--- config.mk ---
export PLATFORM = sky130hd
export DESIGN_NAME = vec_burst_mover
export DESIGN_NICKNAME = d
export VERILOG_FILES = /design/src/rtl/vbm_pkg.sv /design/src/rtl/vbm_seq.sv /design/src/rtl/vbm_lanes.sv /design/src/rtl/vec_burst_mover.sv
export SDC_FILE = /design/constraint.sdc
export NUM_CORES = 1
export LEC_CHECK = 0
export ABC_CLOCK_PERIOD_IN_PS = 3100
export BUFFER_PORTS_ARGS = -buffer_cell sky130_fd_sc_hd__buf_2
export CAP_MARGIN = 20
export CORE_AREA = 10 10 457 459
export DETAILED_ROUTE_END_ITERATION = 10
export DIE_AREA = 0 0 467 469
export MAX_ROUTING_LAYER = met4
export PLACE_DENSITY = 0.32
export SYNTH_ARGS = -nofsm -noshare
export SYNTH_HDL_FRONTEND = slang
export SYNTH_SLANG_ARGS = --single-unit
--- constraint.sdc ---
create_clock -name clk_i -period 3.1 [get_ports clk_i]
set_clock_uncertainty 0.05 [all_clocks]
set_input_delay 0.155 -clock clk_i [delete_from_list [all_inputs] [get_ports clk_i]]
set_output_delay 0.155 -clock clk_i [all_outputs]
set_load 0.01 [all_outputs]
--- src/rtl/vbm_pkg.sv ---
package vbm_pkg;
  typedef enum logic [1:0] {
    ST_IDLE,
    ST_REQ,
    ST_WAIT,
    ST_DONE
  } seq_state_e;
endpackage

--- src/rtl/vbm_seq.sv ---
module vbm_seq
  import vbm_pkg::*;
#(
  parameter int ADDR_W   = 32,
  parameter int ELEM_W   = 32,
  parameter int NUM_ELEM = 16,
  parameter int LEN_W    = 7,
  localparam int IDX_W   = $clog2(NUM_ELEM),
  localparam int CNT_W   = $clog2(NUM_ELEM + 1),
  localparam int STEP    = ELEM_W / 8,
  localparam int SHIFT   = $clog2(STEP)
) (
  input  logic                clk_i,
  input  logic                rst_ni,
  input  logic                cmd_valid_i,
  input  logic                cmd_store_i,
  input  logic [ADDR_W-1:0]   cmd_base_i,
  input  logic [LEN_W-1:0]    cmd_len_i,
  output logic                cmd_ready_o,
  output logic                accept_o,
  output logic                busy_o,
  output logic                done_o,
  output logic                mem_req_o,
  output logic                mem_we_o,
  output logic [ADDR_W-1:0]   mem_addr_o,
  input  logic                mem_gnt_i,
  input  logic                mem_rvalid_i,
  output logic [IDX_W-1:0]    idx_o,
  output logic                beat_o,
  output logic                commit_o,
  output logic [NUM_ELEM-1:0] mask_o
);
  seq_state_e          state_q;
  logic [IDX_W-1:0]    idx_q, last_q;
  logic [ADDR_W-1:0]   base_q;
  logic                store_q;
  logic [NUM_ELEM-1:0] mask_q, mask_c;
  logic [CNT_W-1:0]    cnt_c;
  logic                at_last;

  // clamp requested length and build the element enable mask
  always_comb begin
    cnt_c = (cmd_len_i > LEN_W'(NUM_ELEM)) ? CNT_W'(NUM_ELEM) : CNT_W'(cmd_len_i);
    for (int i = 0; i < NUM_ELEM; i++) mask_c[i] = (i < int'(cnt_c));
  end

  assign cmd_ready_o = (state_q == ST_IDLE);
  assign accept_o    = cmd_ready_o && cmd_valid_i;
  assign busy_o      = !cmd_ready_o;
  assign done_o      = (state_q == ST_DONE);
  assign mem_req_o   = (state_q == ST_REQ);
  assign mem_we_o    = mem_req_o && store_q;
  assign mem_addr_o  = base_q + (ADDR_W'(idx_q) << SHIFT);
  assign idx_o       = idx_q;
  assign beat_o      = (state_q == ST_WAIT) && mem_rvalid_i;
  assign commit_o    = done_o && !store_q && mask_q[0];
  assign mask_o      = mask_q;
  assign at_last     = (idx_q == last_q);

  always_ff @(posedge clk_i or negedge rst_ni) begin
    if (!rst_ni) begin
      state_q <= ST_IDLE;
      idx_q   <= '0;
      last_q  <= '0;
      base_q  <= '0;
      store_q <= 1'b0;
      mask_q  <= '0;
    end else begin
      unique case (state_q)
        ST_IDLE: if (cmd_valid_i) begin
          store_q <= cmd_store_i;
          base_q  <= cmd_base_i;
          mask_q  <= mask_c;
          idx_q   <= '0;
          last_q  <= IDX_W'(cnt_c - CNT_W'(1));
          state_q <= (cnt_c == '0) ? ST_DONE : ST_REQ;
        end
        ST_REQ: if (mem_gnt_i) begin
          if (!store_q) state_q <= ST_WAIT;
          else if (at_last) state_q <= ST_DONE;
          else idx_q <= idx_q + IDX_W'(1);
        end
        ST_WAIT: if (mem_rvalid_i) begin
          if (at_last) state_q <= ST_DONE;
          else begin
            idx_q   <= idx_q + IDX_W'(1);
            state_q <= ST_REQ;
          end
        end
        ST_DONE: state_q <= ST_IDLE;
        default: state_q <= ST_IDLE;
      endcase
    end
  end

  // address of the last accepted request, kept for the ordering check
  logic [ADDR_W-1:0] hs_addr_q;
  logic              hs_seen_q;
  always_ff @(posedge clk_i or negedge rst_ni) begin
    if (!rst_ni) begin
      hs_addr_q <= '0;
      hs_seen_q <= 1'b0;
    end else if (accept_o) begin
      hs_seen_q <= 1'b0;
    end else if (mem_req_o && mem_gnt_i) begin
      hs_seen_q <= 1'b1;
      hs_addr_q <= mem_addr_o;
    end
  end

  AST_REQ_HOLD: assert property (@(posedge clk_i) disable iff (!rst_ni)
    (mem_req_o && !mem_gnt_i) |=> (mem_req_o && $stable(mem_addr_o) && $stable(mem_we_o)));
  AST_ADDR_ASCEND: assert property (@(posedge clk_i) disable iff (!rst_ni)
    (mem_req_o && hs_seen_q) |-> (mem_addr_o == hs_addr_q + ADDR_W'(STEP)));
  AST_LOAD_SINGLE: assert property (@(posedge clk_i) disable iff (!rst_ni)
    (mem_req_o && mem_gnt_i && !mem_we_o) |=> !mem_req_o);
  AST_DONE_PULSE: assert property (@(posedge clk_i) disable iff (!rst_ni)
    done_o |=> !done_o);
  AST_IDLE_QUIET: assert property (@(posedge clk_i) disable iff (!rst_ni)
    !busy_o |-> (!mem_req_o && !commit_o));
endmodule

--- src/rtl/vbm_lanes.sv ---
module vbm_lanes #(
  parameter int ELEM_W   = 32,
  parameter int NUM_ELEM = 16,
  localparam int IDX_W   = $clog2(NUM_ELEM),
  localparam int VLEN    = ELEM_W * NUM_ELEM
) (
  input  logic                clk_i,
  input  logic                rst_ni,
  input  logic                cap_i,
  input  logic [VLEN-1:0]     src_i,
  input  logic                beat_i,
  input  logic [IDX_W-1:0]    idx_i,
  input  logic [ELEM_W-1:0]   rdata_i,
  input  logic                commit_i,
  input  logic [NUM_ELEM-1:0] mask_i,
  output logic [ELEM_W-1:0]   elem_o,
  output logic [VLEN-1:0]     vec_o
);
  for (genvar g = 0; g < NUM_ELEM; g++) begin : g_lane
    logic [ELEM_W-1:0] q;
    always_ff @(posedge clk_i or negedge rst_ni) begin
      if (!rst_ni) q <= '0;
      else if (cap_i) q <= src_i[g*ELEM_W +: ELEM_W];
      else if (beat_i && idx_i == IDX_W'(g)) q <= rdata_i;
    end
    assign vec_o[g*ELEM_W +: ELEM_W] = q;
  end

  assign elem_o = vec_o[idx_i*ELEM_W +: ELEM_W];

  AST_WMASK_PREFIX: assert property (@(posedge clk_i) disable iff (!rst_ni)
    commit_i |-> (mask_i != '0 && ((mask_i + NUM_ELEM'(1)) & mask_i) == '0));
endmodule

--- src/rtl/vec_burst_mover.sv ---
module vec_burst_mover #(
  parameter int ADDR_W   = 32,
  parameter int ELEM_W   = 32,
  parameter int NUM_ELEM = 16,
  parameter int NUM_REGS = 32,
  parameter int LEN_W    = 7,
  localparam int VLEN    = ELEM_W * NUM_ELEM,
  localparam int REG_W   = $clog2(NUM_REGS),
  localparam int IDX_W   = $clog2(NUM_ELEM)
) (
  input  logic                clk_i,
  input  logic                rst_ni,
  input  logic                cmd_valid_i,
  output logic                cmd_ready_o,
  input  logic                cmd_store_i,
  input  logic [ADDR_W-1:0]   cmd_base_i,
  input  logic [REG_W-1:0]    cmd_vreg_i,
  input  logic [LEN_W-1:0]    cmd_len_i,
  output logic                busy_o,
  output logic                done_o,
  output logic                mem_req_o,
  output logic                mem_we_o,
  output logic [ADDR_W-1:0]   mem_addr_o,
  output logic [ELEM_W-1:0]   mem_wdata_o,
  input  logic                mem_gnt_i,
  input  logic                mem_rvalid_i,
  input  logic [ELEM_W-1:0]   mem_rdata_i,
  output logic [REG_W-1:0]    rf_raddr_o,
  input  logic [VLEN-1:0]     rf_rdata_i,
  output logic                rf_we_o,
  output logic [REG_W-1:0]    rf_waddr_o,
  output logic [VLEN-1:0]     rf_wdata_o,
  output logic [NUM_ELEM-1:0] rf_wmask_o
);
  logic             accept, beat, commit;
  logic [IDX_W-1:0] idx;
  logic [REG_W-1:0] vreg_q;

  vbm_seq #(
    .ADDR_W(ADDR_W), .ELEM_W(ELEM_W), .NUM_ELEM(NUM_ELEM), .LEN_W(LEN_W)
  ) u_seq (
    .clk_i, .rst_ni,
    .cmd_valid_i, .cmd_store_i, .cmd_base_i, .cmd_len_i,
    .cmd_ready_o,
    .accept_o   (accept),
    .busy_o, .done_o,
    .mem_req_o, .mem_we_o, .mem_addr_o,
    .mem_gnt_i, .mem_rvalid_i,
    .idx_o      (idx),
    .beat_o     (beat),
    .commit_o   (commit),
    .mask_o     (rf_wmask_o)
  );

  vbm_lanes #(.ELEM_W(ELEM_W), .NUM_ELEM(NUM_ELEM)) u_lanes (
    .clk_i, .rst_ni,
    .cap_i    (accept && cmd_store_i),
    .src_i    (rf_rdata_i),
    .beat_i   (beat),
    .idx_i    (idx),
    .rdata_i  (mem_rdata_i),
    .commit_i (commit),
    .mask_i   (rf_wmask_o),
    .elem_o   (mem_wdata_o),
    .vec_o    (rf_wdata_o)
  );

  always_ff @(posedge clk_i or negedge rst_ni) begin
    if (!rst_ni) vreg_q <= '0;
    else if (accept) vreg_q <= cmd_vreg_i;
  end

  assign rf_raddr_o = cmd_vreg_i;
  assign rf_waddr_o = vreg_q;
  assign rf_we_o    = commit;

  AST_WRITE_TARGET: assert property (@(posedge clk_i) disable iff (!rst_ni)
    rf_we_o |-> $stable(rf_waddr_o));
endmodule

* Yosys cells after proc, flatten, opt, wreduce, memory -nomap -nowiden
Cells that the tools add are included.
** Word-level totals
- Flip-flop bits (word level) :: 576
- Input port bits :: 594
- Output and inout bits :: 608
- Logic and storage cells :: 162
** Operators by class
- Add/subtract/negate cells :: 3
- Magnitude comparators :: 17
- Eq/ne operators :: 24
- Shift-type cells :: 1
- Mux-type cells :: 47
- Reductions and logical operators :: 47
** Operators by type and width (number)
- $mux W32 :: 32
- $shiftx A512 B10 Y32 :: 1
- $lt A4 B5 Y1 const A :: 8
- $add A32 B6 Y32 :: 1
- $eq A4 B4 Y1 const B :: 8
- $reduce_bool A2 Y1 :: 16
- $logic_and A1 B1 Y1 :: 22
- $lt A3 B5 Y1 const A :: 4
- $mux W4 :: 5
- $eq A4 B3 Y1 const B :: 4
- $mux W2 :: 7
- $pmux W4 S3 :: 1
- $lt A1 B5 Y1 const A :: 2
- $lt A2 B5 Y1 const A :: 2
- $eq A4 B2 Y1 const B :: 2
- $ne A2 B2 Y1 const B :: 4
- $pmux W2 S4 :: 1
- $gt A7 B5 Y1 const B :: 1
- $logic_not A5 Y1 :: 1
- $mux W5 :: 1
- $reduce_and A5 Y1 :: 1
- $add A4 B1 Y4 const B :: 1
- $eq A2 B2 Y1 const B :: 2
- $eq A4 B1 Y1 const B :: 1
- 10 further kinds :: 11

* Longest topological paths before layout
Gate-level depths: netlist of the first run.
- Depth after elaboration :: 6
- Gate-level depth with buffers :: 10
- Gate-level depth less buffers :: 7

* Hierarchy
Synthesis of the first run repeated with hierarchy kept, for this count alone.
** Second synthesis, totals
- Cell total of the unflattened synthesis :: 3544
- Area total of the unflattened synthesis :: 32014.5 um2
** By module, submodules not included
- vbm_lanes :: times used 1, cells each 3144, area each 28496.1 um2, seq. area each 12812.3 um2
- vbm_seq :: times used 1, cells each 384, area each 3291.9 um2, seq. area each 1476.4 um2
- vec_burst_mover :: times used 1, cells each 16, area each 226.5 um2, seq. area each 125.1 um2

* Worst setup path after synthesis of the first run
Ideal clock, no wire load.
- Path type :: reg2out
- Start :: register u_seq.idx_q[1], in the netlist u_seq.idx_o[1]
- End :: output mem_addr_o[24]
- Arrival time :: 2.599 ns
- Required time :: 2.895 ns
- Setup slack :: 0.296 ns
- Cell stages (with the launch flop) :: 11
- Path buffers :: 4
- Path through :: dfrtp_1 > clkbuf_1 > buf_2 > buf_2 > inv_1 > fa_1 > nand2b_1 > a211oi_1 > clkbuf_1 > nand4_1 > xnor2_1
** On the way
- Longest elaborated chain between the ends :: 1
** RTL lines
- start, declared :: RTL line vbm_seq.sv:34 : logic [IDX_W-1:0] idx_q, last_q;
- start signal, assigned :: RTL line vbm_seq.sv:81 : else idx_q <= idx_q + IDX_W'(1);
- start signal, assigned :: RTL line vbm_seq.sv:86 : idx_q <= idx_q + IDX_W'(1);
- $add A32 B6 Y32 :: RTL line vbm_seq.sv:53 : assign mem_addr_o = base_q + (ADDR_W'(idx_q) << SHIFT);
- end, declared :: RTL line vec_burst_mover.sv:23 : output logic [ADDR_W-1:0] mem_addr_o,
Every way passes these cells.

* Final worst setup path of the first run
- Start :: register u_seq.idx_q[1], in the netlist u_seq.idx_o[1]
- End :: output mem_wdata_o[15]
** On the way
- Longest elaborated chain between the ends :: 1
** RTL lines
- $shiftx A512 B10 Y32 :: RTL line vbm_lanes.sv:29 : assign elem_o = vec_o[idx_i*ELEM_W +: ELEM_W];
- end, declared :: RTL line vec_burst_mover.sv:24 : output logic [ELEM_W-1:0] mem_wdata_o,
Every way passes these cells.

==> impl_metrics.json, run 1 <==
{
  "critPathCaptureType": "primary output",
  "period_needed_ns": 3.22,
  "detailroute.via_count": 33444,
  "relSlewSlack_pct": 46.9,
  "rsz0062_at_grt": "true",
  "fin_ws_ns": -0.117,
  "crit_arrival_ns": 3.01,
  "pre_cts_slack_ns": 0.498,
  "grt_pass1_wl_um": 304000,
  "cts.reportedPaths.clkPinSlew_ns": 0.06,
  "synth_top_area_share_pct": 46.9,
  "cap_violations": 0,
  "p_per_area_nw_per_um2": 952,
  "grt-ovfl-total": 0,
  "slew_violations": 0,
  "synthCells": 2884,
  "drc": 0,
  "cts_tree": "done",
  "firstDrtPassIters": 7,
  "dpl.hpwl_um": 170000,
  "ff_latch_area_sq_um": 14400,
  "synth_seq_cells": 576,
  "multi_input_area_sq_um": 15400,
  "synth_largest_area_cell": "dfrtp_1",
  "startpoint": "u_seq.idx_o[1]",
  "cts-root-buf": "clkbuf_16",
  "core_sq_um": 199000,
  "antenna_found_initial": 57,
  "die_y_um": 469,
  "htreeDepth": 3,
  "post-route-util_pct": 27.3,
  "min_period_over_period_pct": 104,
  "design.portCount": 1202,
  "status": "complete, but fails checks",
  "whs_ns": 0.0938,
  "violations": "negative setup slack",
  "min_path_type": "in -> async",
  "setup.worst_path.class": "reg -> out",
  "drive_gt1_share_pct": 32.7,
  "synth_top_family_by_area": "multiplexers",
  "grt_max_degree": 116,
  "yosys_warnings": 0,
  "clk_latency_ns": 0.69,
  "wl_um": 227000,
  "syn_area_per_cell_sq_um": 10.7,
  "synthDistinctLibCells": 46,
  "syn_area_sq_um": 30800,
  "numCtsBuffers": 81,
  "cp.required_ns": 2.89,
  "syn_nets": 3492,
  "ir_worst_vdd_mv": 0.420,
  "synth_fa_ha_area_share_pct": 0.594,
  "cts_sinks": 576,
  "ant_nets": 0,
  "clockBufferDepth": 3,
  "fillCellCount": 21453,
  "num-nets-final": 5676,
  "fmax_mhz": 311,
  "place_area_sq_um": 40300,
  "critPathLaunchType": "flip-flop",
  "leakagePower_nw": 27.6,
  "synthMuxAreaShare_pct": 28.4,
  "die_w_um": 467,
  "syn2layout_area_growth_pct": 76.7,
  "r2r_start": "u_seq.idx_o[0]",
  "final-hold-violation-count": 0,
  "dieArea_sq_um": 219000,
  "initial_core_util_pct": 15.4,
  "gp_congestion": 0.866,
  "critical_path.max_fanout": 52,
  "viasPerCell": 4.28,
  "rows": 164,
  "dp.cells": 6582,
  "fin_tns_setup_ns": -1.16,
  "setup-violations-final": 24,
  "tightest_slew_ns": 0.797,
  "fin_cells": 7817,
  "synth_xor_xnor_area_share_pct": 0.939,
  "total_power_mw": 51.7,
  "wire_per_inst_um": 29.0,
  "gr-usage-all-layers_pct": 20.1,
  "fin_area_sq_um": 54400,
  "initialDrtViolationCount": 2406,
  "synth_compound_area_share_pct": 9.37,
  "synthSimpleGateAreaFrac_pct": 9.71,
  "synthTopCellsByArea": "dfrtp_1 47%, mux2i_1 17%, mux4_2 12%, nand2_1 8.0%, o21ai_1 4.7%",
  "io_buffer_count": 1201,
  "seq_area_frac_synth_pct": 46.9,
  "grt_pass1_vias": 35787
}
[worst paths after layout]
path	end	slack, ns	depth (start not counted)
min	u_lanes.g_lane[2].q[29]	0.09	2
max in group asynchronous	u_lanes.g_lane[8].q[14]	1.90	3
max reg2reg	u_lanes.g_lane[3].q[7]	0.10	8
min in group clk_i	u_lanes.g_lane[9].q[2]	0.11	5
min reg2reg	rf_waddr_o[4]	0.42	2
max	mem_wdata_o[15]	-0.12	6
[report_power, final]
part / switching [mW] / internal, mW / total, mW
clock: 4.05 / 5.62 / 9.67
combinational: 12.9 / 13.4 / 26.4
sequential: 4.70 / 11.0 / 15.7
[timing repair]
| item | in CTS | in global routing |
|---|---|---|
| gates cloned | 1 | 11 |
| buffers inserted | 6 | 25 |
| endpoints found under the hold margin | 992 | 0 |
| resized for setup | 31 | 111 |
| endpoints found under the setup margin | 48 | 136 |
| hold buffers | 1017 | 0 |
| pin swaps | 1 | 17 |
[state kept, by name (all words and copies together) (netlist names)]
register	flops
rf_waddr_o	5
u_seq.base_q	32
u_seq.store_q	1
u_seq.state_q	2
u_lanes.g_lane.q	512
u_seq.idx_o	4
u_seq.last_q	4
u_seq.mask_o	16
[metal layers]
layer / share of wire [%] / global-route usage (%) / wire (um) / vias to the layer above
met4: 2.9 / 5.25 / 6480 / 0
met2: 48 / 32.9 / 109000 / 1348
met3: 7.8 / 5.95 / 17800 / 245
met5: 0 / - / 0 / -
met1: 41 / 24.2 / 93200 / 17188
li1: - / - / - / 14663
[kinds of logic after synthesis]
group / after synthesis
adder cells (fa/ha/maj): 14
AND/OR/NAND/NOR: 746
multiplexers: 674
buffers and inverters: 278
flip-flops: 576
XOR/XNOR: 33
AO/OA/AOI/OAI: 563
[cell usage after synthesis, drive strengths merged]
master	n
nand2	656
dfrtp	576
o21ai	524
mux2i	514
mux4	160
clkbuf	138
buf	126
nor2	27
xor2	18
xnor2	15
ha	13
inv	13
a21oi	11
a31oi	10
nand3	9
and3	7
and4	7
nand4	7
nor4	7
nand2b	6
nor3	6
o31ai	5
nor4b	4
a211oi	3
and2	3
a21o	2
and4b	2
or4	2
a211o	1
clkinv	1
fa	1
nor3b	1
nor4bb	1
o211ai	1
o21a	1
o21ba	1
o221ai	1
o22ai	1
o2bb2a	1
o32ai	1
or3	1
[critical path: stages, from the launching register on]
cell	delay (ns)
dfrtp_4	0.49
buf_6	0.14
buf_4	0.13
buf_12	0.16
mux4_2	0.48
mux4_2	0.57
buf_6	0.17
[placed cells by master (no fill, tap or decap), types with 3 or more instances in the layout]
| master | instances |
|---|---|
| clkbuf_16 | 91 |
| nand2b_1 | 5 |
| nand2_1 | 640 |
| a31oi_1 | 10 |
| mux4_2 | 160 |
| nor4b_4 | 3 |
| nor2_1 | 27 |
| clkbuf_8 | 19 |
| buf_8 | 6 |
| buf_12 | 44 |
| xnor2_1 | 14 |
| inv_1 | 13 |
| a21oi_1 | 10 |
| nand2_8 | 3 |
| inv_6 | 3 |
| o21ai_0 | 237 |
| buf_16 | 5 |
| nand3_1 | 9 |
| nand4_1 | 7 |
| and4_1 | 7 |
| nor4_4 | 4 |
| bufinv_16 | 3 |
| dfrtp_4 | 3 |
| nand2_4 | 13 |
| and3_1 | 6 |
| o21ai_1 | 287 |
| buf_6 | 47 |
| mux2i_1 | 514 |
| diode_2 | 34 |
| nor3_1 | 4 |
| dfrtp_1 | 572 |
| ha_1 | 9 |
| xor2_1 | 18 |
| o31ai_1 | 5 |
| buf_4 | 67 |
| clkinv_2 | 9 |
| clkbuf_1 | 20 |
| buf_2 | 1171 |
| dlygate4sd3_1 | 1017 |
[cell type report]
class	instances	area share (%)
clock inverter	20	0.424
antenna	34	0.157
inverter	14	0.101
clock buffer	122	4.44
multi-input combinational	2030	28.4
timing repair buffer	2365	33.8
sequential	576	26.5
tap	2656	6.11
Note: power is estimated with default switching activity, not from simulation.
==> run 2: changes to the inputs <==
--- a/config.mk
+++ b/config.mk
@@ -8,11 +8,13 @@
 export ABC_CLOCK_PERIOD_IN_PS = 3100
 export BUFFER_PORTS_ARGS = -buffer_cell sky130_fd_sc_hd__buf_2
 export CAP_MARGIN = 20
-export CORE_AREA = 10 10 457 459
+export CELL_PAD_IN_SITES_DETAIL_PLACEMENT = 0
+export CELL_PAD_IN_SITES_GLOBAL_PLACEMENT = 1
+export CORE_AREA = 10 10 461 463
 export DETAILED_ROUTE_END_ITERATION = 10
-export DIE_AREA = 0 0 467 469
+export DIE_AREA = 0 0 471 473
 export MAX_ROUTING_LAYER = met4
-export PLACE_DENSITY = 0.32
+export PLACE_DENSITY = 0.39
 export SYNTH_ARGS = -nofsm -noshare
 export SYNTH_HDL_FRONTEND = slang
 export SYNTH_SLANG_ARGS = --single-unit
==> run 2 against run 1 <==
  * The flow still finishes with violations (negative setup slack)
  * Total power up 2.4%
  * Die area rose by 1.7%
  * Utilization shrank 0.77 points
  * Non-clock buffer count is 109 lower
  * Routed wire length is 8.8% higher
  * Final area fell by 0.71%
  * Sequential share of layout area is 0.19 points higher
  * Worst hold slack worse by 0.058 ns
  * Fmax decreased by 0.73%
  * Clock power increased by 12%
  * Critical path depth unchanged
==> impl_metrics.json, run 2 (synthesis results as in run 1) <==
{
  "slew_violations": 0,
  "dpl.hpwl_um": 188000,
  "setup.worst_path.class": "reg -> out",
  "grt_pass1_vias": 35828,
  "clockBufferDepth": 3,
  "gr-usage-all-layers_pct": 21.9,
  "tightest_slew_ns": 0.751,
  "r2r_start": "u_seq.idx_o[0]",
  "ant_nets": 0,
  "hp-start": "mem_rdata_i[18]",
  "rows": 166,
  "startpoint": "u_seq.idx_o[0]",
  "antenna_found_initial": 74,
  "cts_tree": "done",
  "leakagePower_nw": 27.3,
  "regMostFlops": "u_lanes.g_lane.q",
  "violations": "negative setup slack",
  "final_cell_mix": "1172 x buf_2, 903 x dlygate4sd3_1, 639 x nand2_1",
  "fin_tns_setup_ns": -2.28,
  "relSlewSlack_pct": 49.9,
  "drc": 0,
  "firstDrtPassIters": 5,
  "rsz0062_at_grt": "true",
  "cap_violations": 0,
  "setup-violations-final": 34,
  "design.portCount": 1202,
  "die_w_um": 471,
  "syn2layout_area_growth_pct": 75.4,
  "mostFrequentLayoutCell": "buf_2",
  "wl_um": 247000,
  "crit_arrival_ns": 3.04,
  "p_per_area_nw_per_um2": 982,
  "total_power_mw": 53.0,
  "status": "complete, but fails checks",
  "min_period_over_period_pct": 105,
  "die_y_um": 473,
  "min_path_type": "in -> reg",
  "io_buffer_count": 1201,
  "fin_ws_ns": -0.141,
  "pre_cts_slack_ns": 0.419,
  "period_needed_ns": 3.24,
  "viasPerCell": 4.28,
  "grt-ovfl-total": 0,
  "gp_congestion": 0.843,
  "cts_sinks": 576,
  "ir_worst_vdd_mv": 0.436,
  "cp.required_ns": 2.89,
  "htreeDepth": 3,
  "critPathLaunchType": "flip-flop",
  "grt_pass1_wl_um": 328000,
  "grt_max_degree": 79,
  "fillCellCount": 21965,
  "clk_latency_ns": 0.74,
  "critPathCaptureType": "primary output",
  "initial_core_util_pct": 15.1,
  "rrSetupSlack_ns": 0.12,
  "fmax_mhz": 309,
  "detailroute.via_count": 33325,
  "critical_path.max_fanout": 6,
  "whs_ns": 0.0362,
  "num-nets-final": 5573,
  "wire_per_inst_um": 31.7,
  "initialDrtViolationCount": 2503,
  "cts.reportedPaths.clkPinSlew_ns": 0.06,
  "largest_reg_flops": 512,
  "core_sq_um": 204000,
  "dieArea_sq_um": 223000,
  "cts-root-buf": "clkbuf_16",
  "numCtsBuffers": 87,
  "drive_gt1_share_pct": 34.1,
  "final-hold-violation-count": 0
}
## run 2: cell type report
class | count | area [sq um] | area share, %
multi-input combinational | 2030 | 15500 | 28.7
inverter | 14 | 57.6 | 0.107
sequential | 576 | 14400 | 26.7
clock inverter | 25 | 375 | 0.696
timing repair buffer | 2256 | 17400 | 32.3
tap | 2688 | 3360 | 6.23
antenna | 65 | 163 | 0.301
clock buffer | 137 | 2670 | 4.94
## run 2: report_power, final
group / switching (mW) / internal (mW) / total [mW] / leakage, nW
Sequential: 4.86 / 11.0 / 15.9 / 7.12
Clock: 4.41 / 6.36 / 10.8 / 1.48
Combinational: 13.8 / 12.5 / 26.3 / 18.7
Total: 23.1 / 29.9 / 53.0 / 27.3
## run 2: critical path, cell delays in order (launching register included)
cell and delay (ns):
dfrtp_4 0.47, buf_6 0.12, buf_12 0.15, buf_12 0.14, mux4_2 0.59, mux4_2 0.62
buf_6 0.18
## run 2: repair_timing
action	4_1_cts	5_1_grt
gates resized for setup	105	54
gates cloned	12	0
hold buffers	904	0
setup buffers	22	10
setup endpoints to repair	55	244
endpoints found under the hold margin	981	0
pin swaps	4	21
## run 2: stage by stage
stage,instance area (sq um),utilization [%],instances
finish,54000,26.5,7791
global route,53900,26.5,7779
CTS,53500,26.3,7719
detailed placement,40500,19.9,6619
global placement,40500,19.9,6619
floorplan,30800,-,2884
## run 2: per-layer routing
metal  vias to the layer above  share of wire [%]  routed length, um  track usage, %
met5                         -                  0                  0               -
met4                         0                3.2               7990            6.52
met3                       246                6.2              15300            4.93
met2                      1313                 50             124000            37.6
met1                     17231                 40              99800            25.4
li1                      14535                  -                  -               -
## run 2: final timing paths
check                                           end  cells past startpoint
max                                 mem_wdata_o[29]                      6
min                         u_lanes.g_lane[3].q[18]                      3
min reg2reg                           rf_waddr_o[4]                      2
max reg2reg                u_lanes.g_lane[10].q[17]                     10
max in group asynchronous          u_seq.base_q[28]                      4
min in group asynchronous   u_lanes.g_lane[8].q[24]                      3
